### config.mk
export PLATFORM = sky130hd
export DESIGN_NAME = pmux_chain
export DESIGN_NICKNAME = d
export VERILOG_FILES = /design/src/rtl/pmux_chain.sv
export SDC_FILE = /design/constraint.sdc
export NUM_CORES = 1
export LEC_CHECK = 0
export BUFFER_PORTS_ARGS = -buffer_cell sky130_fd_sc_hd__buf_2
export CORE_MARGIN = 2
export CORE_UTILIZATION = 43
export DETAILED_ROUTE_END_ITERATION = 8
export GPL_ROUTABILITY_DRIVEN = 1
export GPL_TIMING_DRIVEN = 0
export MAX_ROUTING_LAYER = met4
export PLACE_DENSITY = 0.89
export SETUP_SLACK_MARGIN = 0.3
export SLEW_MARGIN = 10
export SYNTH_ARGS = -nofsm -noshare
export SYNTH_HDL_FRONTEND = slang
export SYNTH_SLANG_ARGS = --single-unit
### constraint.sdc
create_clock -name clk -period 0.8 [get_ports clk]
set_input_delay 0.16 -clock clk [delete_from_list [all_inputs] [get_ports clk]]
set_output_delay 0.16 -clock clk [all_outputs]
set_load 0.02 [all_outputs]
### src/rtl/pmux_chain.sv
`timescale 1ns/1ps
module pmux_chain #(
  parameter int N = 16,
  parameter bit OUT_REG = 1'b1
) (
  input  logic         clk,
  input  logic         rst_n,
  input  logic         seed,
  input  logic [N-1:0] a,
  input  logic [N-1:0] b,
  output logic [N-1:0] y
);
  localparam int LV = (N > 1) ? $clog2(N) : 1;

  // code = {value when select is 1, value when select is 0}
  function automatic logic [1:0] compose(input logic [1:0] early, input logic [1:0] late);
    compose = {early[1] ? late[1] : late[0], early[0] ? late[1] : late[0]};
  endfunction

  logic [1:0] pf [0:LV][0:N-1];
  logic [N-1:0] y_c;

  for (genvar i = 0; i < N; i++) begin : g_enc
    assign pf[0][i] = {b[i], a[i]};
  end

  for (genvar l = 0; l < LV; l++) begin : g_lvl
    for (genvar i = 0; i < N; i++) begin : g_cell
      if (i >= (1 << l)) begin : g_op
        assign pf[l+1][i] = compose(pf[l][i-(1<<l)], pf[l][i]);
      end else begin : g_pass
        assign pf[l+1][i] = pf[l][i];
      end
    end
  end

  for (genvar i = 0; i < N; i++) begin : g_out
    assign y_c[i] = seed ? pf[LV][i][1] : pf[LV][i][0];
  end

  if (OUT_REG) begin : g_reg
    logic armed;
    always_ff @(posedge clk or negedge rst_n) begin
      if (!rst_n) begin
        y     <= '0;
        armed <= 1'b0;
      end else begin
        y     <= y_c;
        armed <= 1'b1;
      end
    end
    a_r7_reg_follows: assert property (@(posedge clk) disable iff (!rst_n)
      armed |-> y == $past(y_c));
  end else begin : g_comb
    assign y = y_c;
  end

  a_r5_first_stage: assert property (@(posedge clk) disable iff (!rst_n)
    y_c[0] == (seed ? b[0] : a[0]));

  for (genvar i = 0; i < N; i++) begin : g_chk
    a_r1_stop: assert property (@(posedge clk) disable iff (!rst_n)
      (!a[i] && !b[i]) |-> !y_c[i]);
    a_r2_gen: assert property (@(posedge clk) disable iff (!rst_n)
      (a[i] && b[i]) |-> y_c[i]);
    if (i > 0) begin : g_link
      a_r6_ripple: assert property (@(posedge clk) disable iff (!rst_n)
        y_c[i] == (y_c[i-1] ? b[i] : a[i]));
      a_r3_buffer: assert property (@(posedge clk) disable iff (!rst_n)
        (!a[i] && b[i]) |-> y_c[i] == y_c[i-1]);
      a_r4_invert: assert property (@(posedge clk) disable iff (!rst_n)
        (a[i] && !b[i]) |-> y_c[i] != y_c[i-1]);
    end
  end
endmodule

Word level (Yosys, flattened, before mapping)
Cells that the tools add are included.

word-level totals
  register bits after elaboration = 16
  input bits = 35
  output and inout port bits = 16

operators by class
  muxes and demuxes = 114

operator list
  kind              number
  2-to-1 mux 1 bit  114

Longest topological paths before layout
  depth in word-level cells = 5
  depth in mapped cells = 8

Worst setup path after synthesis
No wires, ideal clock.

  path type = input -> register
  start = input seed
  end = register y[14]
  data arrival time = 2.474 ns
  stages = 8
  slack = -1.800 ns
  cell sequence = mux2_4 mux2i_1 mux2i_1 mux2i_2 mux2i_2 mux2i_2 mux2_2 mux2i_1

between the ends
  cells in the longest elaborated chain, start to end = 1

RTL lines
  what                  RTL line  source
  from (decl)           8         input logic seed,
  2-to-1 mux 1 bit      38        assign y_c[i] = seed ? pf[LV][i][1] : pf[LV][i][0];
  net y_c[14]           21        logic [N-1:0] y_c;
  to (signal assigned)  48        y <= y_c;
  to (decl)             11        output logic [N-1:0] y

The timed path passes the listed nets, and every way through them passes these cells.

Worst setup path after layout
Ends and elaborated chain as after synthesis.

==> impl_summary.md <==
Run status
The run finished, with violations left. The checks that failed: negative hold slack, negative setup slack.

Drt
For this run, the detailed router's first-pass iteration total came to 1. The detailed router placed 647 vias in this run. The number of violations reported at the end of detailed-routing iteration 0 is 0. The per-cell routed wire length is about 11 um. After detailed routing, the number of remaining DRC violations is 0.

Summed over all layers, the routed wires come to 1530 um. The count of nets left with antenna violations once routing finished came out at 0. The routed via count divided by cell count is about 4.7.

Synthesis
Synthesis inferred 16 register bits. Counting every net in the synthesized netlist gives 88. The share of the Yosys chip area taken by registers is 51.7%. In this run the biggest area consumer among cell types represents 51.7% of the synthesized area.

Synthesis instantiated 6 different standard cells from the library. The most frequently used cell type in the post-synthesis netlist is mux2i_1. Sorting the synthesized cells by area gives the leading types as dfrtp_1 52%, mux2i_1 32%, mux2_2 7.3%, mux2i_2 5.3%, mux2_4 1.9%. The synthesized design contains 0 enable-type register cells. Counting flops with an async set or reset pin after synthesis yields a share of 100%. Counting every instance in the synthesized netlist gives 53. Summed over all instances, the cell type with the most area after synthesis is dfrtp_1. By count the netlist is led by 25 x mux2i_1, 16 x dfrtp_1, 5 x mux2_2, 3 x inv_1, 3 x mux2i_2. In this run the cell area of the synthesized design comes to 774 sq um.

The mean post-synth cell area is 14.6 sq um. The most used flip-flop cell after synthesis is dfrtp_1. The number of warning messages in the yosys log is 0.

Worst setup path
The slowest stage of the critical path belongs to the cell mux2i_2. The critical path starts at seed. The worst setup path category is in2reg. For the worst setup path, the data arrival time is ~2.5 ns. The signal on the critical path passes through buf_6 > mux2_4 > mux2i_4 > mux2i_2 > mux2i_2 > mux2i_4 > mux2i_4 > mux2_4 > mux2i_1. The total buffers and inverters traversed by the critical path is 1.

The endpoint required time on the critical path is about 0.96 ns. STA classifies the critical path endpoint as a register. In this run the worst path has a maximum fanout of 3. The gate family responsible for the most delay along the worst path is multiplexers. Counting stages on the worst path, the most repeated cell is mux2i_4.

For this run, the slowest stage of the critical path takes around 0.35 ns. The worst setup path is launched from an input pin.

Clock tree
The clock tree from TritonCTS is built. The clock passes through at most 2 buffers. Clock tree synthesis found a total of 16 sinks. Clock tree synthesis inserted a total of 3 buffers. Clock tree synthesis selected as its root buffer the cell clkbuf_4.

Clock-pin slew was measured on the worst setup and hold paths at ~0.090 ns. In this run the number of H-tree levels came out at 1.

Floorplan
The effective utilization at floorplan is 45.3%. In this run the standard cell core region covers 1710 sq um. In this run the core area contains 15 standard-cell rows. The die is 46.4 um tall. The count of pins on the block boundary is 51. The die span in x is 46.4 um.

The floorplan step defined a die boundary enclosing 2160 sq um.

Placement
The number of placed instances with taps included is about 130. Port buffering added 50 buffers. After detailed placement, the total cell area comes to 1060 sq um.

After legalization and detailed placement, the total HPWL measured 1200 um. Before CTS, the worst setup slack after placement is -2.19 ns. Routability-driven placement finished with a final weighted congestion of 0.734.

Cells and area
The layout net count is 149. The summed area of non-filler cells in the final layout is 1320 sq um. The core occupancy in the finished layout is 77.0%.

The register with the most flip-flops is y. 0 antenna diodes ended up in the layout. The filler cells instantiated in the layout total ~110.

The fraction of final layout cells sized beyond drive strength 1 is 66.1%. The filler-free cell count of the finished design is 137. The flip-flop count of the largest register, all copies and words added is 16. Compared with the post-synthesis result, the final layout area differs by 69.8%. The largest registers in the layout are y (16).

Global routing
The first global-routing pass estimated between 2000 and 2500 um of wire. The overall overflow remaining after global route is 0. The via count of the first global-routing pass is 616. The initial antenna violation count is 0.

Entering global routing, the biggest net connects 17 pins. Global routing used between 10% and 20% of the available tracks.

Timing
The sum of negative setup slack is -18.39 ns. Setup repair after global routing could not meet its margin everywhere. The final hold violation count was 16.

In this run the tightest slew margin relative to its limit is 76.1%. The final count of pins violating max slew is 0. The time the worst path needs with I/O delays and setup is roughly 2.4 ns. Final hold analysis gives a worst-case slack of -0.224 ns. The maximum operating frequency is 423 MHz. In the finished design, the share of the clock period the worst path needs comes to 296%.

The total setup violations reported at the end of the flow is 30. Setup slack on the critical path of the routed design comes to -1.57 ns. At the pin with the least slew margin, the transition time is about 0.35 ns.

Min path
The path class of the tightest hold or removal check is in2async.

Power and ir drop
The worst IR drop on VDD is around 1.7 mV. Total power for the finished layout comes to 2.23 mW. The static power due to leakage is about 0.68 nW. The total power density per cell area is about 1700 nW/um^2.

Job
Max-cap violations in this run came to 0.
==> cell usage in the layout, fill, tap and decap left out <==
master	netlist	routed
mux2i_4	0	5
mux2i_1	25	20
buf_2	0	33
inv_1	3	2
buf_6	0	20
mux2_2	5	2
dfrtp_1	16	16
mux2i_2	3	3
clkbuf_4	0	3
mux2_4	1	4
inv_2	0	1
buf_4	0	3
==> per-layer routing <==
metal / global-route usage, % / vias up / share of wire [%]
li1: - / 310 / -
met1: 16.7 / 299 / 34
met2: 30.0 / 36 / 56
met3: 6.67 / 2 / 9.2
met4: 3.43 / 0 / 0.39
met5: - / - / 0
==> logic make-up (layout without fill, tap and decap cells) <==
logic type	after synthesis	count (layout)	share of synthesized area [%]
buf+inv	3	62	1.45
flops	16	16	51.7
mux	34	34	46.8
==> path summary, 6_finish.rpt <==
check	end	slack (ns)	cells after the start
max	y[14]	-1.57	9
min	y[2]	-0.22	1
max in group asynchronous	y[10]	0.76	1
min in group clk	y[2]	0.13	3
==> report_power, final <==
group          switching, mW  total (mW)  internal, mW
combinational          0.388       0.892         0.504
sequential            0.0467       0.956         0.909
clock                  0.212       0.386         0.174
==> final cells by class <==
type | count | area (sq um) | area share, %
Multi-Input combinational cell | 34 | 437 | 33.2
Clock buffer | 3 | 22.5 | 1.71
Timing Repair Buffer | 56 | 413 | 31.4
Inverter | 3 | 11.3 | 0.856
Sequential cell | 16 | 400 | 30.4
Tap cell | 25 | 31.3 | 2.38
==> timing repair <==
item / in CTS / in global routing
endpoints found under the setup margin: 31 / 31
cloned: 0 / 0
hold endpoints to repair: 16 / 16
resized for setup: 46 / 2
pin swaps: 0 / 0
setup buffers: 4 / 2
No activity file was read; power rests on OpenSTA's default activity.
